File: config.mk
export PLATFORM = sky130hd
export DESIGN_NAME = fp_insn_decoder
export DESIGN_NICKNAME = d
export VERILOG_FILES = /design/src/rtl/fpd_pkg.sv /design/src/rtl/fpd_fields.sv /design/src/rtl/fpd_classify.sv /design/src/rtl/fpd_index.sv /design/src/rtl/fp_insn_decoder.sv
export SDC_FILE = /design/constraint.sdc
export NUM_CORES = 1
export LEC_CHECK = 0
export BUFFER_PORTS_ARGS = -buffer_cell sky130_fd_sc_hd__buf_2
export CORE_MARGIN = 10
export CORE_UTILIZATION = 45
export CTS_CLUSTER_DIAMETER = 60
export DETAILED_ROUTE_END_ITERATION = 16
export PLACE_DENSITY = 0.75
export SLEW_MARGIN = 30
export SYNTH_ARGS = -nofsm -noshare
export SYNTH_HDL_FRONTEND = slang
export SYNTH_SLANG_ARGS = --single-unit
File: constraint.sdc
create_clock -name clk_i -period 1.1 [get_ports clk_i]
set_clock_uncertainty 0.2 [all_clocks]
set_input_delay 0.055 -clock clk_i [delete_from_list [all_inputs] [get_ports clk_i]]
set_output_delay 0.055 -clock clk_i [all_outputs]
set_load 0.005 [all_outputs]
File: src/rtl/fpd_pkg.sv
package fpd_pkg;
  localparam int unsigned INSN_W  = 32;
  localparam int unsigned FIELD_W = 5;
  localparam int unsigned IDX_W   = FIELD_W + 2;
  localparam int unsigned OP_W    = 5;
  localparam int unsigned EXC_W   = 8;
  localparam int unsigned N_OPND  = 3;

  localparam logic [IDX_W-1:0]  ZERO_IDX     = IDX_W'(1) << (FIELD_W + 1);
  localparam logic [5:0]        GRP_WHOLE    = 6'h0C;
  localparam logic [5:0]        GRP_HALF     = 6'h0E;
  localparam logic [EXC_W-1:0]  EXC_WHOLE    = 8'h09;
  localparam logic [EXC_W-1:0]  EXC_HALF     = 8'h0B;
  localparam logic [EXC_W-1:0]  EXC_UNSUP    = 8'h01;
  localparam logic [INSN_W-1:0] VERSION_WORD = 32'h3000_0000;
  localparam logic [OP_W-1:0]   OP_VERSION   = 5'd1;
  localparam logic [OP_W-1:0]   OP_CMP       = 5'd16;
  localparam logic [OP_W-1:0]   OP_TEST      = 5'd17;

  typedef struct packed {
    logic [5:0]         major;
    logic [1:0]         cls;
    logic [2:0]         subop;
    logic [1:0]         fmt;
    logic [1:0]         dfmt;
    logic [FIELD_W-1:0] r1;
    logic [FIELD_W-1:0] r2;
    logic [FIELD_W-1:0] t;
    logic               h1;
    logic               h2;
    logic               ht;
    logic               test_bit;
  } fields_t;

  typedef struct packed {
    logic [OP_W-1:0] op;
    logic [1:0]      prec;
    logic            illegal;
    logic            use_s1;
    logic            use_s2;
    logic            use_dst;
    logic            cmp_dst;
    logic            even_s1;
    logic            even_s2;
    logic            even_dst;
    logic            quad;
  } ctl_t;

  typedef struct packed {
    logic [OP_W-1:0]  op;
    logic [1:0]       prec;
    logic [IDX_W-1:0] src1;
    logic [IDX_W-1:0] src2;
    logic [IDX_W-1:0] dst;
    logic             illegal;
    logic [EXC_W-1:0] exc;
  } dec_t;
endpackage

File: src/rtl/fpd_fields.sv
module fpd_fields
  import fpd_pkg::*;
(
  input  logic [INSN_W-1:0] insn_i,
  input  logic              ext_mode_i,
  output fields_t           fld_o,
  output logic              grp_half_o,
  output logic              grp_ok_o,
  output logic              version_o
);
  logic [5:0] major;
  logic [1:0] cls;

  assign major = insn_i[31:26];
  assign cls   = insn_i[10:9];

  always_comb begin
    fld_o.major = major;
    fld_o.cls   = cls;
    // conversion sub-operation width follows the architecture level
    if (cls == 2'd1) fld_o.subop = ext_mode_i ? insn_i[17:15] : {1'b0, insn_i[16:15]};
    else             fld_o.subop = insn_i[15:13];
    // half-register group: classes 2/3 carry a one-bit format
    if (major == GRP_HALF && cls[1]) fld_o.fmt = {1'b0, insn_i[11]};
    else                             fld_o.fmt = insn_i[12:11];
    fld_o.dfmt     = insn_i[14:13];
    fld_o.r1       = insn_i[25:21];
    fld_o.r2       = insn_i[20:16];
    fld_o.t        = insn_i[4:0];
    fld_o.h1       = insn_i[7];
    fld_o.h2       = insn_i[12];
    fld_o.ht       = insn_i[6];
    fld_o.test_bit = insn_i[5];
  end

  assign grp_half_o = (major == GRP_HALF);
  assign grp_ok_o   = (major == GRP_WHOLE) || grp_half_o;
  assign version_o  = (insn_i == VERSION_WORD);
endmodule

File: src/rtl/fpd_classify.sv
module fpd_classify
  import fpd_pkg::*;
(
  input  fields_t fld_i,
  input  logic    grp_half_i,
  input  logic    ext_mode_i,
  output ctl_t    ctl_o
);
  logic dbl;
  logic is_test;

  assign dbl = (fld_i.fmt == 2'd1);

  always_comb begin
    ctl_o          = '0;
    ctl_o.op       = {fld_i.cls, fld_i.subop};
    ctl_o.prec     = fld_i.fmt;
    ctl_o.use_s1   = 1'b1;
    ctl_o.use_dst  = 1'b1;
    ctl_o.even_s1  = grp_half_i && dbl;
    ctl_o.even_s2  = grp_half_i && dbl;
    ctl_o.even_dst = grp_half_i && dbl;
    is_test        = 1'b0;
    unique case (fld_i.cls)
      2'd0: begin
        if (fld_i.subop < 3'd2)        ctl_o.illegal = 1'b1;
        else if (fld_i.fmt == 2'd2)    ctl_o.illegal = 1'b1;
        else if (fld_i.fmt == 2'd3) begin
          if (grp_half_i || fld_i.subop == 3'd4 || fld_i.subop == 3'd5)
            ctl_o.illegal = 1'b1;
          else
            ctl_o.quad = 1'b1;
        end
      end
      2'd1: begin
        ctl_o.even_dst = grp_half_i && (fld_i.dfmt == 2'd1);
        ctl_o.prec     = {fld_i.fmt[0], fld_i.dfmt[0]};
        if (fld_i.fmt[1] || fld_i.dfmt[1])  ctl_o.illegal = 1'b1;
        else if (fld_i.subop == 3'd4)       ctl_o.illegal = 1'b1;
        else if (fld_i.subop == 3'd0 && (fld_i.fmt[0] == fld_i.dfmt[0]))
          ctl_o.illegal = 1'b1;
      end
      2'd2: begin
        ctl_o.use_dst = 1'b0;
        is_test = ext_mode_i ? fld_i.test_bit : (fld_i.subop == 3'd1);
        if (!ext_mode_i && fld_i.subop > 3'd1) begin
          ctl_o.illegal = 1'b1;
        end else if (is_test) begin
          ctl_o.op     = OP_TEST;
          ctl_o.use_s1 = 1'b0;
          if (grp_half_i || fld_i.fmt != 2'd0) ctl_o.illegal = 1'b1;
        end else begin
          ctl_o.op      = OP_CMP;
          ctl_o.use_s2  = 1'b1;
          ctl_o.cmp_dst = 1'b1;
          if (fld_i.fmt[1]) ctl_o.illegal = 1'b1;
        end
      end
      default: begin
        ctl_o.use_s2 = 1'b1;
        if (fld_i.subop > 3'd4 || fld_i.fmt[1]) ctl_o.illegal = 1'b1;
      end
    endcase
  end
endmodule

File: src/rtl/fpd_index.sv
module fpd_index
  import fpd_pkg::*;
(
  input  logic [FIELD_W-1:0] field_i,
  input  logic               half_i,
  input  logic               grp_half_i,
  input  logic               even_word_i,
  input  logic               even_reg_i,
  input  logic               remap_i,
  output logic [IDX_W-1:0]   idx_o,
  output logic               raw_zero_o
);
  logic [FIELD_W-1:0] f;
  logic               w;
  logic [IDX_W-1:0]   raw;

  always_comb begin
    f = field_i;
    if (even_reg_i) f[0] = 1'b0;
    w = grp_half_i ? half_i : 1'b0;
    if (even_word_i) w = 1'b0;
    raw = {1'b0, f, w};
  end

  assign raw_zero_o = (raw == '0);
  assign idx_o      = (remap_i && raw_zero_o) ? ZERO_IDX : raw;
endmodule

File: src/rtl/fp_insn_decoder.sv
module fp_insn_decoder
  import fpd_pkg::*;
#(
  parameter bit REG_OUT = 1'b1
) (
  input  logic              clk_i,
  input  logic              rst_ni,
  input  logic              valid_i,
  input  logic [INSN_W-1:0] insn_i,
  input  logic              ext_mode_i,
  output logic              done_o,
  output logic [OP_W-1:0]   op_o,
  output logic [1:0]        prec_o,
  output logic [IDX_W-1:0]  src1_o,
  output logic [IDX_W-1:0]  src2_o,
  output logic [IDX_W-1:0]  dst_o,
  output logic              illegal_o,
  output logic [EXC_W-1:0]  exc_o
);
  fields_t fld;
  ctl_t    ctl;
  logic    grp_half, grp_ok, is_version;
  dec_t    dec_d, dec_q;

  logic [FIELD_W-1:0] opnd_field [N_OPND];
  logic               opnd_half  [N_OPND];
  logic               opnd_evw   [N_OPND];
  logic               opnd_evr   [N_OPND];
  logic               opnd_remap [N_OPND];
  logic [IDX_W-1:0]   opnd_idx   [N_OPND];
  logic               opnd_zero  [N_OPND];

  fpd_fields u_fields (
    .insn_i     (insn_i),
    .ext_mode_i (ext_mode_i),
    .fld_o      (fld),
    .grp_half_o (grp_half),
    .grp_ok_o   (grp_ok),
    .version_o  (is_version)
  );

  fpd_classify u_classify (
    .fld_i      (fld),
    .grp_half_i (grp_half),
    .ext_mode_i (ext_mode_i),
    .ctl_o      (ctl)
  );

  // operand order: 0 first source, 1 second source, 2 target
  always_comb begin
    opnd_field[0] = fld.r1;  opnd_half[0] = fld.h1;
    opnd_field[1] = fld.r2;  opnd_half[1] = fld.h2;
    opnd_field[2] = fld.t;   opnd_half[2] = fld.ht;
    opnd_evw[0]   = ctl.even_s1;
    opnd_evw[1]   = ctl.even_s2;
    opnd_evw[2]   = ctl.even_dst;
    opnd_evr[0]   = ctl.quad;
    opnd_evr[1]   = 1'b0;
    opnd_evr[2]   = ctl.quad;
    opnd_remap[0] = 1'b1;
    opnd_remap[1] = 1'b1;
    opnd_remap[2] = 1'b0;
  end

  for (genvar g = 0; g < N_OPND; g++) begin : g_opnd
    fpd_index u_index (
      .field_i     (opnd_field[g]),
      .half_i      (opnd_half[g]),
      .grp_half_i  (grp_half),
      .even_word_i (opnd_evw[g]),
      .even_reg_i  (opnd_evr[g]),
      .remap_i     (opnd_remap[g]),
      .idx_o       (opnd_idx[g]),
      .raw_zero_o  (opnd_zero[g])
    );
  end

  logic reject;
  assign reject = ctl.illegal || (ctl.use_dst && opnd_zero[2]);

  always_comb begin
    dec_d = '0;
    if (is_version) begin
      dec_d.op = OP_VERSION;
    end else if (!grp_ok) begin
      dec_d.illegal = 1'b1;
      dec_d.exc     = EXC_UNSUP;
    end else if (reject) begin
      dec_d.illegal = 1'b1;
      dec_d.exc     = grp_half ? EXC_HALF : EXC_WHOLE;
    end else begin
      dec_d.op   = ctl.op;
      dec_d.prec = ctl.prec;
      dec_d.src1 = ctl.use_s1 ? opnd_idx[0] : '0;
      dec_d.src2 = ctl.use_s2 ? opnd_idx[1] : '0;
      if (ctl.use_dst)      dec_d.dst = opnd_idx[2];
      else if (ctl.cmp_dst) dec_d.dst = IDX_W'(fld.t);
    end
  end

  if (REG_OUT) begin : g_reg
    logic done_q;
    always_ff @(posedge clk_i or negedge rst_ni) begin
      if (!rst_ni) begin
        dec_q  <= '0;
        done_q <= 1'b0;
      end else begin
        done_q <= valid_i;
        if (valid_i) dec_q <= dec_d;
      end
    end
    assign done_o = done_q;
  end else begin : g_comb
    assign dec_q  = dec_d;
    assign done_o = valid_i;
  end

  assign op_o      = dec_q.op;
  assign prec_o    = dec_q.prec;
  assign src1_o    = dec_q.src1;
  assign src2_o    = dec_q.src2;
  assign dst_o     = dec_q.dst;
  assign illegal_o = dec_q.illegal;
  assign exc_o     = dec_q.exc;
endmodule

# After elaboration in Yosys (flattened, before gate mapping)
# Cells that the tools add are included.
[op_classes]
order_cmp = 3
n_eq_ne = 13
muxes = 54
reduce_logical = 21
[ops]
columns = ["op", "count"]
rows = [
  ["two-way mux 28 bit", 2],
  ["two-way mux 7 bit", 5],
  ["equality test 32 x 30 -> 1 bit (second input constant)", 1],
  ["two-way mux 32 bit", 1],
  ["two-way mux 1 bit", 31],
  ["logical NOT 7 bit", 3],
  ["two-way mux 5 bit", 4],
  ["two-way mux 9 bit", 2],
  ["equality test 6 x 4 -> 1 bit (second input constant)", 2],
  ["two-way mux 2 bit", 5],
  ["logical OR 1 bit", 7],
  ["equality test 2 x 1 -> 1 bit (second input constant)", 3],
  ["equality test 2 bit (second input constant)", 3],
  ["equality test 3 bit (second input constant)", 2],
  ["logical AND 1 bit", 6],
  ["two-way mux 3 bit", 2],
  ["equality test 3 x 1 -> 1 bit (second input constant)", 1],
  ["greater-than comparator 3 x 1 -> 1 bit (second input constant)", 1],
  ["greater-than comparator 3 bit (second input constant)", 1],
  ["logical NOT 3 bit", 1],
  ["less-than comparator 3 x 2 -> 1 bit (second input constant)", 1],
  ["one-hot mux 1 bit (3 select lines)", 1],
  ["logical NOT 2 bit", 1],
  ["one-hot mux 1 bit (2 select lines)", 1],
  ["other kinds (4)", 4],
]
[word_totals]
reg_bits = 38
out_inout_bits = 38
word_cells = 99

# Longest topological paths before layout
# Gate-level depths: netlist (run 1).
[logic_depth]
depth_word = 17
ltp_mapped = 8

# Modules after synthesis
# A second synthesis (run 1) with hierarchy kept.
[unflattened]
hier_cells = 214
area_unflattened_um2 = 2140.8
[by_module_without_submodules]
columns = ["mod", "instances", "cells_per_inst", "area_each_um2", "seq_area_each_um2"]
rows = [
  ["fp_insn_decoder", 1, 98, 1343.8, 800.8],
  ["fpd_fields", 1, 51, 359.1, 0.0],
  ["fpd_classify", 1, 38, 235.2, 0.0],
  ["fpd_index", 3, 9, 67.6, 0.0],
]

# Worst setup path after synthesis (run 1)
# No wires, ideal clock.
[synth_path]
path_kind = "in2reg"
start = "input insn_i[26]"
end = "register dec_q, in the netlist src2_o[0]"
setup_time_ns = 0.104
t_arrival_ns = 1.588
path_slack_ns = -0.792
cell_stages = 7
path_buffers = 1
path_cell_list = "nand3b_4 -> nor4b_4 -> nor2b_2 -> o31ai_4 -> nand4_1 -> buf_6 -> o41ai_4"
[synth_between]
elab_chain_cells = 15
[synth_rtl]
columns = ["element", "line", "text"]
rows = [
  ["from (decl)", "fp_insn_decoder.sv:9", "input logic [INSN_W-1:0] insn_i,"],
  ["equality test 6 x 4 -> 1 bit", "fpd_fields.sv:24, fpd_fields.sv:36", ""],
  ["logical AND 1 bit or logical OR 1 bit (tied branches)", "fpd_fields.sv:24, fpd_classify.sv:29", ""],
  ["two-way mux 2 bit or logical OR 1 bit (tied branches)", "fpd_fields.sv:24, fpd_classify.sv:29", ""],
  ["equality test 2 bit or two-way mux 1 bit (tied branches)", "fpd_classify.sv:28, fpd_classify.sv:29", ""],
  ["two-way mux 1 bit", "fpd_classify.sv:28", "else if (fld_i.fmt == 2'd3) begin"],
  ["two-way mux 1 bit", "fpd_classify.sv:27", "else if (fld_i.fmt == 2'd2) ctl_o.illegal = 1'b1;"],
  ["two-way mux 1 bit", "fpd_classify.sv:26", "if (fld_i.subop < 3'd2) ctl_o.illegal = 1'b1;"],
  ["two-way mux 1 bit", "fpd_classify.sv:24", "unique case (fld_i.cls)"],
  ["two-way mux 1 bit", "fpd_index.sv:19", "if (even_reg_i) f[0] = 1'b0;"],
  ["logical NOT 7 bit", "fpd_index.sv:25", "assign raw_zero_o = (raw == '0);"],
  ["logical AND 1 bit", "fp_insn_decoder.sv:79", "assign reject = ctl.illegal || (ctl.use_dst && opnd_zero[2]);"],
  ["logical OR 1 bit", "fp_insn_decoder.sv:79", ""],
  ["two-way mux 28 bit", "fp_insn_decoder.sv:88", "end else if (reject) begin"],
  ["two-way mux 28 bit", "fp_insn_decoder.sv:85", "end else if (!grp_ok) begin"],
  ["two-way mux 32 bit *", "fp_insn_decoder.sv:83", "if (is_version) begin"],
  ["to (signal assigned)", "fp_insn_decoder.sv:105", "dec_q <= '0;"],
  ["to (signal assigned)", "fp_insn_decoder.sv:109", "if (valid_i) dec_q <= dec_d;"],
  ["to (decl)", "fp_insn_decoder.sv:23", "dec_t dec_d, dec_q;"],
]
# Mark *: on every way between the ends. The rest lies on a longest branch, timed or not.
# A chain may end at the register's enable or synchronous reset.

# Worst setup path in the final report (run 1)
[layout_path]
start = "input insn_i[10]"
end = "register dec_q, in the netlist src2_o[4]"
[layout_between]
elab_chain_cells = 17
[layout_rtl]
columns = ["element", "line", "text"]
rows = [
  ["equality test 2 x 1 -> 1 bit", "fpd_fields.sv:21, fpd_classify.sv:24", ""],
  ["two-way mux 3 bit", "fpd_fields.sv:21", "if (cls == 2'd1) fld_o.subop = ext_mode_i ? insn_i[17:15] : {1'b0, insn_i[16:15]};"],
  ["equality test 3 bit", "fpd_classify.sv:29, fpd_classify.sv:39", ""],
  ["logical OR 1 bit (2 in a row)", "fpd_classify.sv:29", "if (grp_half_i || fld_i.subop == 3'd4 || fld_i.subop == 3'd5)"],
  ["two-way mux 1 bit", "fpd_classify.sv:29", ""],
  ["two-way mux 1 bit", "fpd_classify.sv:28", ""],
  ["two-way mux 1 bit", "fpd_classify.sv:27", ""],
  ["two-way mux 1 bit", "fpd_classify.sv:26", ""],
  ["two-way mux 1 bit", "fpd_classify.sv:24", ""],
  ["two-way mux 1 bit", "fpd_index.sv:19", ""],
  ["logical NOT 7 bit", "fpd_index.sv:25", ""],
  ["logical AND 1 bit", "fp_insn_decoder.sv:79", ""],
  ["logical OR 1 bit", "fp_insn_decoder.sv:79", ""],
  ["two-way mux 28 bit", "fp_insn_decoder.sv:88", ""],
  ["two-way mux 28 bit", "fp_insn_decoder.sv:85", ""],
  ["two-way mux 32 bit *", "fp_insn_decoder.sv:83", ""],
]
# Marks and branches as above.

==> out/qor.yml, run 1 <==
hold_class: "in -> reg"
gr-total-overflow: 0
synth_edf_count: 0
fin_crit_sh_pct: 161
grt_pass1_vias: 2213
ys_types: 53
clock-root-buffer: "clkbuf_8"
critPathCaptureType: "flop"
use_met3_pct: 5.51
r2r-start: "src1_o[6]$_DFFE_PN0P_"
vias: 2173
whs_path_depth: 4
vias_per_cell: 5.64
met1_usage_pct: 24.0
cp.required_ns: 1.10
syn_area_sq_um: 1880
seqCellArea_sq_um: 776
ff2ff_setup_slack_ns: 0.06
synth_top_area_share_pct: 41.3
synthArstFlopShare_pct: 100
drt_pass1_iterations: 5
n_fill_cell: 219
holdWs_ns: -0.0321
fp.dieW_um: 84.6
fp.dieH_um: 84.6
pwr_density_cell_nw_per_um2: 860
drv_cap: 0
finalHoldViolations: 5
peakVddDrop_uv: 796
drt_wl_total_um: 7260
htreeDepth: 2
cts.clk_slew.worst_paths_ns: 0.06
fin_cells: 385
final-setup-viol-count: 30
clock_latency_ns: 0.28
synthCells: 188
multi_input_area_sq_um: 1200
ys_seq_elements: 31
max_freq_ghz: 0.566
globalRouteTotalUtil_pct: 19.5
rsz0062_at_grt: "yes"
ys_top_cells_by_area: "dfrtp_1, o2bb2ai_1, nand2_1, o32ai_2, buf_4"
drc_errors: 0
start_util_pct: 46.7
ys.flop_type: "dfrtp_1"
final_util_pct: 80.9
ff2ff_path_depth: 2
dp_cells: 345
io_buffers: 67
worstMarginPinSlew_ns: 0.503
yosys.area.top_type: "dfrtp_1"
pin_count: 74
cp_max_fo: 6
place.gp.congestion: 0.956
antenna_found_initial: 0
hold_path_end: "dst_o[1]$_DFFE_PN0P_"
drive_above_1_share_pct: 54.6
fin_crit_ns: 1.77
core_sq_um: 4030
cp.arrival_ns: 1.76
wire_per_inst_um: 18.9
drtAntennaViolNets: 0
globalRouteMet2Util_pct: 31.5
busiest_layer: "met2"
dp_hpwl_um: 4730
syn_avg_cell_area_sq_um: 10.0
first_iter_violations: 279
rows: 23
fin_total_pwr_uw: 2800
synth_seq_area_share_pct: 41.3
area_growth_syn_to_layout_pct: 73.3
worstHoldStart: "insn_i[1]"
grt_max_degree: 32
diodes: 0
cts.sinks: 31
tritoncts: "done"
cts_inserted_buffers: 5
status: "finished with violations"
timing.slew.headroom_pct: 66.3
violations: "hold timing, setup timing"
criticalPathCategory: "in -> reg"
die_area_sq_um: 7160
final_nets: 370
reg2reg_to: "src1_o[6]$_DFFE_PN0P_"
critPathLaunchType: "primary input"
synth_warnings: 0
timing.final.ws_setup_ns: -0.667
leakage_uw: 0.00160
clk_path_buf_depth: 2
grt_pass1_wl_um: 11400
drv_slew: 0
==> cell usage in the layout (no fill, tap or decap), types with 2 or more instances in the layout <==
cell and n:
o2bb2ai_1 4, nor2_1 13, conb_1 6, a21oi_1 4
nor4_4 2, nand3_1 3, nand2b_1 4, nand2_1 22
buf_2 60, dfrtp_1 31, nor2b_1 2, nor2b_4 3
nor4_1 2, nor4_2 2, o32ai_2 6, o2bb2ai_2 8
dlygate4sd3_1 15, a32o_1 4, o2bb2ai_4 2, buf_8 2
buf_4 62, inv_1 11, buf_6 11, o31ai_2 2
a22oi_1 3, mux2i_1 2, nand4_1 2, nand2_2 2
o2111ai_2 2, o21ai_0 4, clkbuf_8 7
==> report_power, final <==
group	leakage [uW]	total [uW]	internal (uW)	switching, uW
Combinational	0.00113	668	326	342
Clock	0.0000515	982	570	412
Sequential	0.000425	1150	1150	3.54
==> kinds of logic (layout without fill, tap and decap cells) <==
kind of cell	Yosys count	count (layout)	share of synthesized area (%)
other	1	6	0.199
flip-flops	31	31	41.3
AO/OA/AOI/OAI	55	55	28.1
buffers and inverters	28	170	7.85
XOR/XNOR	1	1	0.466
AND/OR/NAND/NOR	70	70	21.1
multiplexers	2	2	1.06
==> critical path: stages <==
cell and delay [ns]:
buf_8 0.11, buf_6 0.12, nor2b_4 0.12, nand3_2 0.07
a31o_1 0.26, a221oi_4 0.32, nand4_1 0.15, buf_4 0.18
buf_6 0.13, o32ai_2 0.25
==> state kept, by name, summed over array words and instances, names as in the netlist <==
| register | cells |
|---|---|
| exc_o | 3 |
| dst_o | 6 |
| prec_o | 2 |
| src2_o | 7 |
| op_o | 5 |
| done_o | 1 |
| src1_o | 7 |
==> cell usage after synthesis (5+ instances only) <==
cell        n
buf_4       8
dfrtp_1    31
inv_1      11
nand2_1    24
nand3_1     5
nor2_1     13
nor4_1      6
o2bb2ai_1  14
==> per-stage QoR <==
step | setup TNS [ns] | instance area [sq um] | setup slack [ns]
after global placement | -24.70 | 2600 | -0.895
after detailed placement | -26.56 | 2600 | -0.940
final | -16.41 | 3260 | -0.667
after CTS | -15.66 | 3120 | -0.607
after global routing | -18.28 | 3260 | -0.750
after floorplan | -20.85 | 1920 | -0.780
==> final cells by class <==
type                            count  area share [%]
Multi-Input combinational cell    134            36.7
Timing Repair Buffer              151            33.2
Sequential cell                    31            23.8
Clock buffer                        8            3.07
Tap cell                           50            1.92
Inverter                           11            1.27
==> how the worst max path moves through the flow <==
stage | startpoint | to | slack [ns] | cells after the start
detailed placement | insn_i[26] | src2_o[2]$_DFFE_PN0P_ | -0.94 | 9
finish | insn_i[10] | src2_o[4]$_DFFE_PN0P_ | -0.67 | 10
global placement | insn_i[23] | src1_o[6]$_DFFE_PN0P_ | -0.90 | 8
global route | insn_i[10] | src2_o[4]$_DFFE_PN0P_ | -0.75 | 10
floorplan | insn_i[26] | src2_o[0]$_DFFE_PN0P_ | -0.78 | 7
CTS | insn_i[26] | src2_o[4]$_DFFE_PN0P_ | -0.61 | 10
==> layer usage <==
metal | vias to the layer above | part of all wire (%)
li1 | 991 | -
met1 | 1060 | 42
met2 | 113 | 49
met3 | 9 | 7.3
met4 | 0 | 1.7
met5 | - | 0
==> repair_timing <==
| item | 4_1_cts | 5_1_grt |
|---|---|---|
| resized for setup | 41 | 12 |
| pin swaps | 11 | 13 |
| hold buffers | 15 | 1 |
| gates cloned | 2 | 0 |
| buffers inserted | 5 | 11 |
| endpoints found under the hold margin | 52 | 6 |
| setup endpoints to repair | 30 | 38 |
Note: power is estimated with default switching activity, not from simulation.
==> inputs of run 2 (changes only) <==
SLEW_MARGIN = 10   (was 30)
clock period = 1.7 ns   (was 1.1 ns; I/O delays follow)
==> run 2 against run 1 <==
Compared with the run above:
- register-to-register slack better by 0.71 ns
- routed wire length rose by 13%
- worst hold slack improved by 0.084 ns
- critical endpoint is now src2_o[3]$_DFFE_PN0P_
- count of clock-buffer cells in the layout shrank 2
- the run ends with setup timing left
- via count is 2.6% higher
- clock power shrank 20%
==> out/qor.yml, run 2 (synthesis gave the netlist of run 1 again) <==
place.gp.congestion: 0.947
gr-total-overflow: 0
critPathCapture: "src2_o[3]$_DFFE_PN0P_"
final_util_pct: 82.3
slowest_delay_ns: 0.32
placed_area_sq_um: 2590
violations: "setup timing"
final-setup-viol-count: 8
ff2ff_path_depth: 1
pin_count: 74
critPathCaptureType: "flop"
dp_slack_ns: -0.488
antenna_found_initial: 0
peakVddDrop_uv: 453
status: "finished with violations"
cp_num_buf_inv: 3
layout_commonest_cell: "buf_2"
dp_cells: 344
rows: 23
cp.required_ns: 1.71
fp.dieH_um: 84.6
max_freq_ghz: 0.565
crit_family: "compound AO/OA/AOI/OAI gates"
dp_hpwl_um: 4730
wire_per_inst_um: 21.8
hold_class: "in -> reg"
ff2ff_setup_slack_ns: 0.77
fin_crit_sh_pct: 104
cts.clk_slew.worst_paths_ns: 0.07
start_util_pct: 46.7
drt_pass1_iterations: 4
crit_chain: "buf_6, xor2_2, nand3_1, a31o_1, a221oi_4, nand4_1, buf_6, buf_6, o32ai_2"
vias: 2230
drtAntennaViolNets: 0
final_area_sq_um: 3320
area_growth_syn_to_layout_pct: 76.3
clock-root-buffer: "clkbuf_8"
reg2reg_to: "src1_o[6]$_DFFE_PN0P_"
io_buffers: 67
criticalPathCategory: "in -> reg"
finalHoldViolations: 0
vias_per_cell: 5.93
crit_path_frequent_cell: "buf_6"
drv_cap: 0
cts.sinks: 31
drive_above_1_share_pct: 55.8
timing.slew.headroom_pct: 51.5
tritoncts: "done"
critPathLaunchType: "primary input"
fp.dieW_um: 84.6
cts_inserted_buffers: 5
crit_cells: 9
cp_max_fo: 6
globalRouteTotalUtil_pct: 19.3
first_iter_violations: 217
fin_total_pwr_uw: 1980
drc_errors: 0
fin_cells: 376
cp.arrival_ns: 1.78
grt_max_degree: 32
diodes: 0
timing.final.ws_setup_ns: -0.0711
grt_pass1_wl_um: 11300
final_nets: 361
final_cell_mix: "buf_2, buf_4, dfrtp_1"
core_sq_um: 4030
htreeDepth: 2
pwr_density_cell_nw_per_um2: 598
grt_pass1_vias: 2213
drt_wl_total_um: 8190
leakage_uw: 0.00159
fin_crit_ns: 1.77
drv_slew: 0
rsz0062_at_grt: "yes"
clk_path_buf_depth: 2
cpMaxStageDelayCell: "a221oi_4"
worstMarginPinSlew_ns: 0.728
clock_latency_ns: 0.30
die_area_sq_um: 7160
startpoint: "insn_i[13]"
r2r-start: "src1_o[6]$_DFFE_PN0P_"
## run 2: power breakdown
part	total [uW]	leakage (uW)	internal [uW]	switching [uW]
logic	449	0.00111	208	242
registers	744	0.000425	742	2.57
clock network	788	0.0000612	474	313
## run 2: final cells by class
class                           count  area, sq um
Fill cell                         213          713
Inverter                           11         41.3
Tap cell                           50         62.6
Clock buffer                        6         82.6
Multi-Input combinational cell    134         1290
Clock inverter                      2         35.0
Timing Repair Buffer              142         1030
Sequential cell                    31          776
## run 2: worst min path at each step
stage / slack (ns) / start / cells past startpoint / endpoint
final: 0.05 / insn_i[9] / 3 / op_o[3]$_DFFE_PN0P_
after global routing: 0.06 / insn_i[9] / 3 / op_o[3]$_DFFE_PN0P_
after CTS: -0.06 / insn_i[19] / 3 / src2_o[4]$_DFFE_PN0P_
after detailed placement: -0.02 / rst_ni / 1 / prec_o[1]$_DFFE_PN0P_
after global placement: -0.04 / rst_ni / 1 / op_o[4]$_DFFE_PN0P_
after floorplan: -0.41 / rst_ni / 0 / done_o$_DFF_PN0_
## run 2: layer usage
metal  global-route usage (%)  wire, um  vias to the layer above
met3                     6.57       639                       30
met4                     9.13       279                        0
li1                         -         -                      965
met5                        0         0                        -
met2                     30.3      4000                      127
met1                     23.1      3270                     1108
## run 2: through the flow
stage / TNS (ns) / hold WS [ns]
4_1_cts: -0.171 / -0.0583
6_report: -0.297 / 0.0520
2_1_floorplan: -3.88 / -0.411
3_5_place_dp: -10.10 / -0.0244
5_1_grt: -1.72 / 0.0641
3_3_place_gp: -7.25 / -0.0360
## run 2: repair_timing
action | 4_1_cts | 5_1_grt
setup endpoints to repair | 24 | 29
cloned | 1 | 1
resized for setup | 12 | 53
hold endpoints to repair | 49 | 1
pin swaps | 4 | 22
buffers inserted | 2 | 6
hold buffers | 14 | 1
